## src/rtl/prio_mpu_pkg.sv

```systemverilog
package prio_mpu_pkg;
   localparam int MAX_REGIONS = 16;
   localparam int ATTR_W      = 12;
   localparam int DATA_W      = 32;
   localparam int IDX_W       = $clog2(MAX_REGIONS);
   localparam int CFG_AW      = $clog2(2 * MAX_REGIONS) + 1;
   localparam int EXP_W       = 6;
   localparam int EN_BIT      = 30;
   localparam int UR_BIT      = 2;
   localparam int UW_BIT      = 3;
   localparam int KR_BIT      = 4;
   localparam int KW_BIT      = 5;
   localparam logic [CFG_AW-1:0] CTL_OFS = CFG_AW'(2 * MAX_REGIONS);
   localparam logic [CFG_AW-1:0] BLD_OFS = CFG_AW'(2 * MAX_REGIONS + 1);

   typedef logic [ATTR_W-1:0] attr_t;
endpackage

```

## src/rtl/mpu_region_match.sv

```systemverilog
module mpu_region_match
   import prio_mpu_pkg::*;
#(
   parameter int AW      = 32,
   parameter int MIN_EXP = 11
) (
   input  logic [AW-1:0] base_w,
   input  attr_t         perm_w,
   input  logic [AW-1:0] addr,
   output logic          hit
);
   logic [4:0]       size_f;
   logic [EXP_W-1:0] exp_raw;
   logic [EXP_W-1:0] exp_eff;
   logic [AW-1:0]    keep;

   assign size_f  = {perm_w[11:9], perm_w[1:0]};
   assign exp_raw = EXP_W'(size_f) + EXP_W'(1);
   assign exp_eff = (exp_raw < EXP_W'(MIN_EXP)) ? EXP_W'(MIN_EXP) : exp_raw;

   for (genvar b = 0; b < AW; b++) begin : g_keep
      assign keep[b] = (EXP_W'(b) >= exp_eff);
   end

   assign hit = base_w[0] && (((addr ^ base_w) & keep) == '0);
endmodule

```

## src/rtl/mpu_prio_pick.sv

```systemverilog
module mpu_prio_pick
   import prio_mpu_pkg::*;
#(
   parameter int N = 8
) (
   input  logic [N-1:0]     hits,
   output logic             any,
   output logic [IDX_W-1:0] idx,
   output logic [N-1:0]     grant
);
   always_comb begin
      any = 1'b0;
      idx = '0;
      for (int i = N - 1; i >= 0; i--) begin
         if (hits[i]) begin
            any = 1'b1;
            idx = IDX_W'(i);
         end
      end
   end

   assign grant = hits & ~(hits - N'(1));
endmodule

```

## src/rtl/mpu_perm_eval.sv

```systemverilog
module mpu_perm_eval
   import prio_mpu_pkg::*;
(
   input  attr_t attr,
   input  logic  user,
   input  logic  write,
   output logic  ok
);
   always_comb begin
      unique case ({user, write})
         2'b10:   ok = attr[UR_BIT];
         2'b11:   ok = attr[UW_BIT];
         2'b00:   ok = attr[KR_BIT];
         default: ok = attr[KW_BIT];
      endcase
   end
endmodule

```

## src/rtl/prio_mpu.sv

```systemverilog
module prio_mpu
   import prio_mpu_pkg::*;
#(
   parameter int AW      = 32,
   parameter int NREG    = 8,
   parameter int MIN_EXP = 11
) (
   input  logic              clk,
   input  logic              rst_n,
   input  logic              cfg_wr,
   input  logic [CFG_AW-1:0] cfg_addr,
   input  logic [DATA_W-1:0] cfg_wdata,
   output logic [DATA_W-1:0] cfg_rdata,
   input  logic              acc_valid,
   input  logic [AW-1:0]     acc_addr,
   input  logic              acc_user,
   input  logic              acc_write,
   output logic              acc_allow,
   output logic              acc_hit,
   output logic [IDX_W-1:0]  acc_idx,
   output logic              deny_q
);
   localparam int SLOT_W = CFG_AW - 1;

   if (NREG < 1 || NREG > MAX_REGIONS) begin : g_bad_nreg
      $error("prio_mpu: NREG must lie in 1..16");
   end
   if (AW > DATA_W || AW <= MIN_EXP) begin : g_bad_aw
      $error("prio_mpu: AW must exceed MIN_EXP and fit the data word");
   end
   if (MIN_EXP < 1) begin : g_bad_exp
      $error("prio_mpu: MIN_EXP must be positive");
   end

   logic [AW-1:0] base_q [NREG];
   attr_t         perm_q [NREG];
   logic          en_q;
   attr_t         dflt_q;

   logic              in_rgn;
   logic [SLOT_W-1:0] slot;
   assign in_rgn = (cfg_addr[CFG_AW-1] == 1'b0);
   assign slot   = cfg_addr[CFG_AW-1:1];

   for (genvar r = 0; r < NREG; r++) begin : g_desc
      always_ff @(posedge clk) begin
         if (!rst_n) begin
            base_q[r] <= '0;
            perm_q[r] <= '0;
         end else if (cfg_wr && in_rgn && slot == SLOT_W'(r)) begin
            if (cfg_addr[0]) perm_q[r] <= cfg_wdata[ATTR_W-1:0];
            else             base_q[r] <= cfg_wdata[AW-1:0];
         end
      end
   end

   always_ff @(posedge clk) begin
      if (!rst_n) begin
         en_q   <= 1'b0;
         dflt_q <= '0;
      end else if (cfg_wr && cfg_addr == CTL_OFS) begin
         en_q   <= cfg_wdata[EN_BIT];
         dflt_q <= cfg_wdata[ATTR_W-1:0];
      end
   end

   always_comb begin
      cfg_rdata = '0;
      if (in_rgn) begin
         for (int r = 0; r < NREG; r++) begin
            if (slot == SLOT_W'(r)) begin
               cfg_rdata = cfg_addr[0] ? DATA_W'(perm_q[r]) : DATA_W'(base_q[r]);
            end
         end
      end else if (cfg_addr == CTL_OFS) begin
         cfg_rdata[EN_BIT]       = en_q;
         cfg_rdata[ATTR_W-1:0]   = dflt_q;
      end else if (cfg_addr == BLD_OFS) begin
         cfg_rdata[15:8] = 8'(NREG);
      end
   end

   logic [NREG-1:0] hits;
   logic [NREG-1:0] grant;

   for (genvar r = 0; r < NREG; r++) begin : g_match
      mpu_region_match #(.AW(AW), .MIN_EXP(MIN_EXP)) u_match (
         .base_w (base_q[r]),
         .perm_w (perm_q[r]),
         .addr   (acc_addr),
         .hit    (hits[r])
      );
   end

   mpu_prio_pick #(.N(NREG)) u_pick (
      .hits  (hits),
      .any   (acc_hit),
      .idx   (acc_idx),
      .grant (grant)
   );

   attr_t win_attr;
   always_comb begin
      win_attr = dflt_q;
      for (int r = 0; r < NREG; r++) begin
         if (grant[r]) win_attr = perm_q[r];
      end
   end

   logic perm_ok;
   mpu_perm_eval u_eval (
      .attr  (win_attr),
      .user  (acc_user),
      .write (acc_write),
      .ok    (perm_ok)
   );

   assign acc_allow = !en_q || perm_ok;

   always_ff @(posedge clk) begin
      if (!rst_n) deny_q <= 1'b0;
      else        deny_q <= acc_valid && !acc_allow;
   end
endmodule

```

## config.mk

```make
export PLATFORM = sky130hd
export DESIGN_NAME = prio_mpu
export DESIGN_NICKNAME = d
export VERILOG_FILES = /design/src/rtl/prio_mpu_pkg.sv /design/src/rtl/mpu_region_match.sv /design/src/rtl/mpu_prio_pick.sv /design/src/rtl/mpu_perm_eval.sv /design/src/rtl/prio_mpu.sv
export SDC_FILE = /design/constraint.sdc
export NUM_CORES = 1
export LEC_CHECK = 0
export ABC_CLOCK_PERIOD_IN_PS = 16500
export BUFFER_PORTS_ARGS = -buffer_cell sky130_fd_sc_hd__buf_2
export CAP_MARGIN = 20
export CORE_MARGIN = 3
export CORE_UTILIZATION = 68
export CTS_CLUSTER_SIZE = 25
export DETAILED_ROUTE_END_ITERATION = 10
export GPL_ROUTABILITY_DRIVEN = 1
export PLACE_DENSITY = 0.84
export SLEW_MARGIN = 20
export SYNTH_ARGS = -nofsm -noshare
export SYNTH_HDL_FRONTEND = slang
export SYNTH_HIERARCHICAL = 1
export SYNTH_SLANG_ARGS = --single-unit
```

## constraint.sdc

```tcl
create_clock -name clk -period 16.5 [get_ports clk]
set_clock_uncertainty 0.1 [all_clocks]
set_input_delay 4.95 -clock clk [delete_from_list [all_inputs] [get_ports clk]]
set_output_delay 4.95 -clock clk [all_outputs]
set_load 0.02 [all_outputs]
```

==> results.json <==
{
  "period_minus_slack_ps": 14400,
  "place_inst": 2765,
  "synth_area_per_cell_um2": 10.4,
  "syn_nets": 2433,
  "yosysWarningCount": 6,
  "htreeDepth": 2,
  "cts_tree": "built",
  "hold_violations": 0,
  "num_io_pins": 115,
  "place_congestion": 0.996,
  "grt_pass1_vias": 18999,
  "fin_tns_setup_ps": 0,
  "start_kind": "input pin",
  "syn_area_mm2": 0.0244,
  "via_count": 20232,
  "synthCells": 2341,
  "hpwl_um": 57000,
  "nets": 2444,
  "area_delta_synth_final_pct": 7.48,
  "initial_utilization": 0.698,
  "drive_gt1_frac": 0.144,
  "powerDensity_mw_per_mm2": 89.8,
  "overflow": 0,
  "maxCapViolCount": 0,
  "ir_drop_mv": 0.106,
  "ant_nets": 0,
  "status": "complete, no violations",
  "firstDrtPassIters": 7,
  "drt_iter0_drc": 3076,
  "use_met1": 0.572,
  "fin_area_mm2": 0.0262,
  "cts_max_path_buffers": 3,
  "cts_setup_buffers": 0,
  "die_w_um": 195,
  "crit_chain": "buf_2 -> xor2_1 -> nor3_1 -> nor3_1 -> a211oi_1 -> o211ai_1 -> nor4_2 -> nor2b_1 -> mux2i_1 -> o21ai_0 -> a221oi_1 -> o21ai_0 -> mux4_2 -> nand2b_1 -> buf_2",
  "finalSetupViolCount": 0,
  "cts_buffers": 40,
  "worst_hold_slack_ps": 435,
  "grt_usage": 0.411,
  "slowest_stage": "nor4_2",
  "period_share": 0.873,
  "maxSlewHeadroom": 0.269,
  "instances_no_fill": 2843,
  "drc": 0,
  "clkTransAtPathRegs_ps": 60,
  "setup.worst_path.end_class": "output port",
  "placed_cell_area_mm2": 0.0249,
  "coreArea_mm2": 0.0349,
  "critPathMaxStageDelay_ps": 630,
  "crit_arrival_ps": 9350,
  "rsz0062_at_grt": "no",
  "critPathBufInv": 2,
  "worst_pin_slew_ps": 1090,
  "clk_latency_ps": 570,
  "cts_sinks": 366,
  "rows": 68,
  "worstPathMaxFanout": 8,
  "cts_root_buffer": "clkbuf_16",
  "globalRouteMet2Util": 0.633,
  "cts_hold_buf": 0,
  "gr-usage-met3": 0.0932,
  "report.final.slew_viol_count": 0,
  "grt_start_max_net_pins": 48,
  "fmax_mhz": 69.4,
  "die_area_mm2": 0.0381,
  "busiest_layer": "met2",
  "grt_first_pass_wirelength_um": 119000,
  "cpLargestDelayFamily": "simple AND/OR/NAND/NOR gates",
  "required_ps": 11450,
  "io_buffers": 104,
  "die_h_um": 195,
  "via_per_inst": 7.12,
  "fin_total_pwr_mw": 2.35,
  "path_class": "input pin to output port",
  "hold_path_class": "flip-flop to flip-flop",
  "p_leak_nw": 9.52,
  "ctsResizeCount": 0,
  "antenna_found_initial": 8,
  "wl_per_cell_um": 28.3,
  "postRouteWirelength_um": 80400
}
per-stage QoR:
stage / util / setup WS (ps)
after detailed placement: 0.714 / 2340
after CTS: 0.750 / 2320
final: 0.751 / 2100
after floorplan: - / 3630
after global routing: 0.751 / 1980
after global placement: 0.713 / 2410
registers in the layout (all words and copies together) (netlist names):
register / cells
perm_q: 96
en_q: 1
deny_q: 1
dflt_q: 12
base_q: 256
final cells by class:
cell class / count / area (um2)
clock buffer: 50 / 1060
clock inverter: 24 / 208
tap: 455 / 569
timing repair buffer: 138 / 802
sequential: 366 / 10900
antenna: 4 / 10.0
inverter: 24 / 90.1
multi-input combinational: 1782 / 12600
fill: 2421 / 8700
final timing paths:
check	from	endpoint	slack (ps)	cells past startpoint
setup / recovery	acc_addr[25]	acc_allow	2100	15
hold / removal	dflt_q[7]	dflt_q[7]	440	2
setup reg to reg	perm_q[0][13]	deny_q	10840	15
hold reg to reg	dflt_q[7]	dflt_q[7]	440	2
power breakdown:
part / switching (mW) / total [mW] / internal, mW
logic: 0.227 / 0.342 / 0.115
clock network: 0.384 / 0.891 / 0.506
registers: 0.0522 / 1.12 / 1.07
cells in the final DEF, fill, tap and decap left out, types with 11 or more instances in the layout:
cell       instances
and2_1           362
nand4b_1          17
o211ai_1          33
a221oi_1          21
a211oi_1          25
buf_2            103
a21o_1            13
edfxtp_1         352
xor2_1           112
ha_1              16
o21ai_1           28
mux2i_1          106
nor3_1            55
o22ai_1           50
buf_4             33
nor2b_1           17
o21ai_0           85
o32ai_1           16
xnor2_1           80
nand2_1          124
a31oi_1           19
a21oi_1           79
nor2_1           131
nand2b_1          12
clkbuf_16         41
dfxtp_1           14
a311oi_1          17
o221ai_1          27
a32o_1            13
o2bb2ai_1         23
mux2_2            25
o21ai_2           11
a22oi_1           32
inv_1             24
routing by layer:
layer  vias up  routed length, um
li1       8714                  -
met4         6               3830
met3       244              11700
met1      9679              28700
met5         -                 46
met2      1589              36100
worst min-delay path: stages, from the launching register on:
cell and delay [ps]:
dfxtp_1 330, mux2i_1 70, nor2b_1 90
No activity file was read; power rests on OpenSTA's default activity.
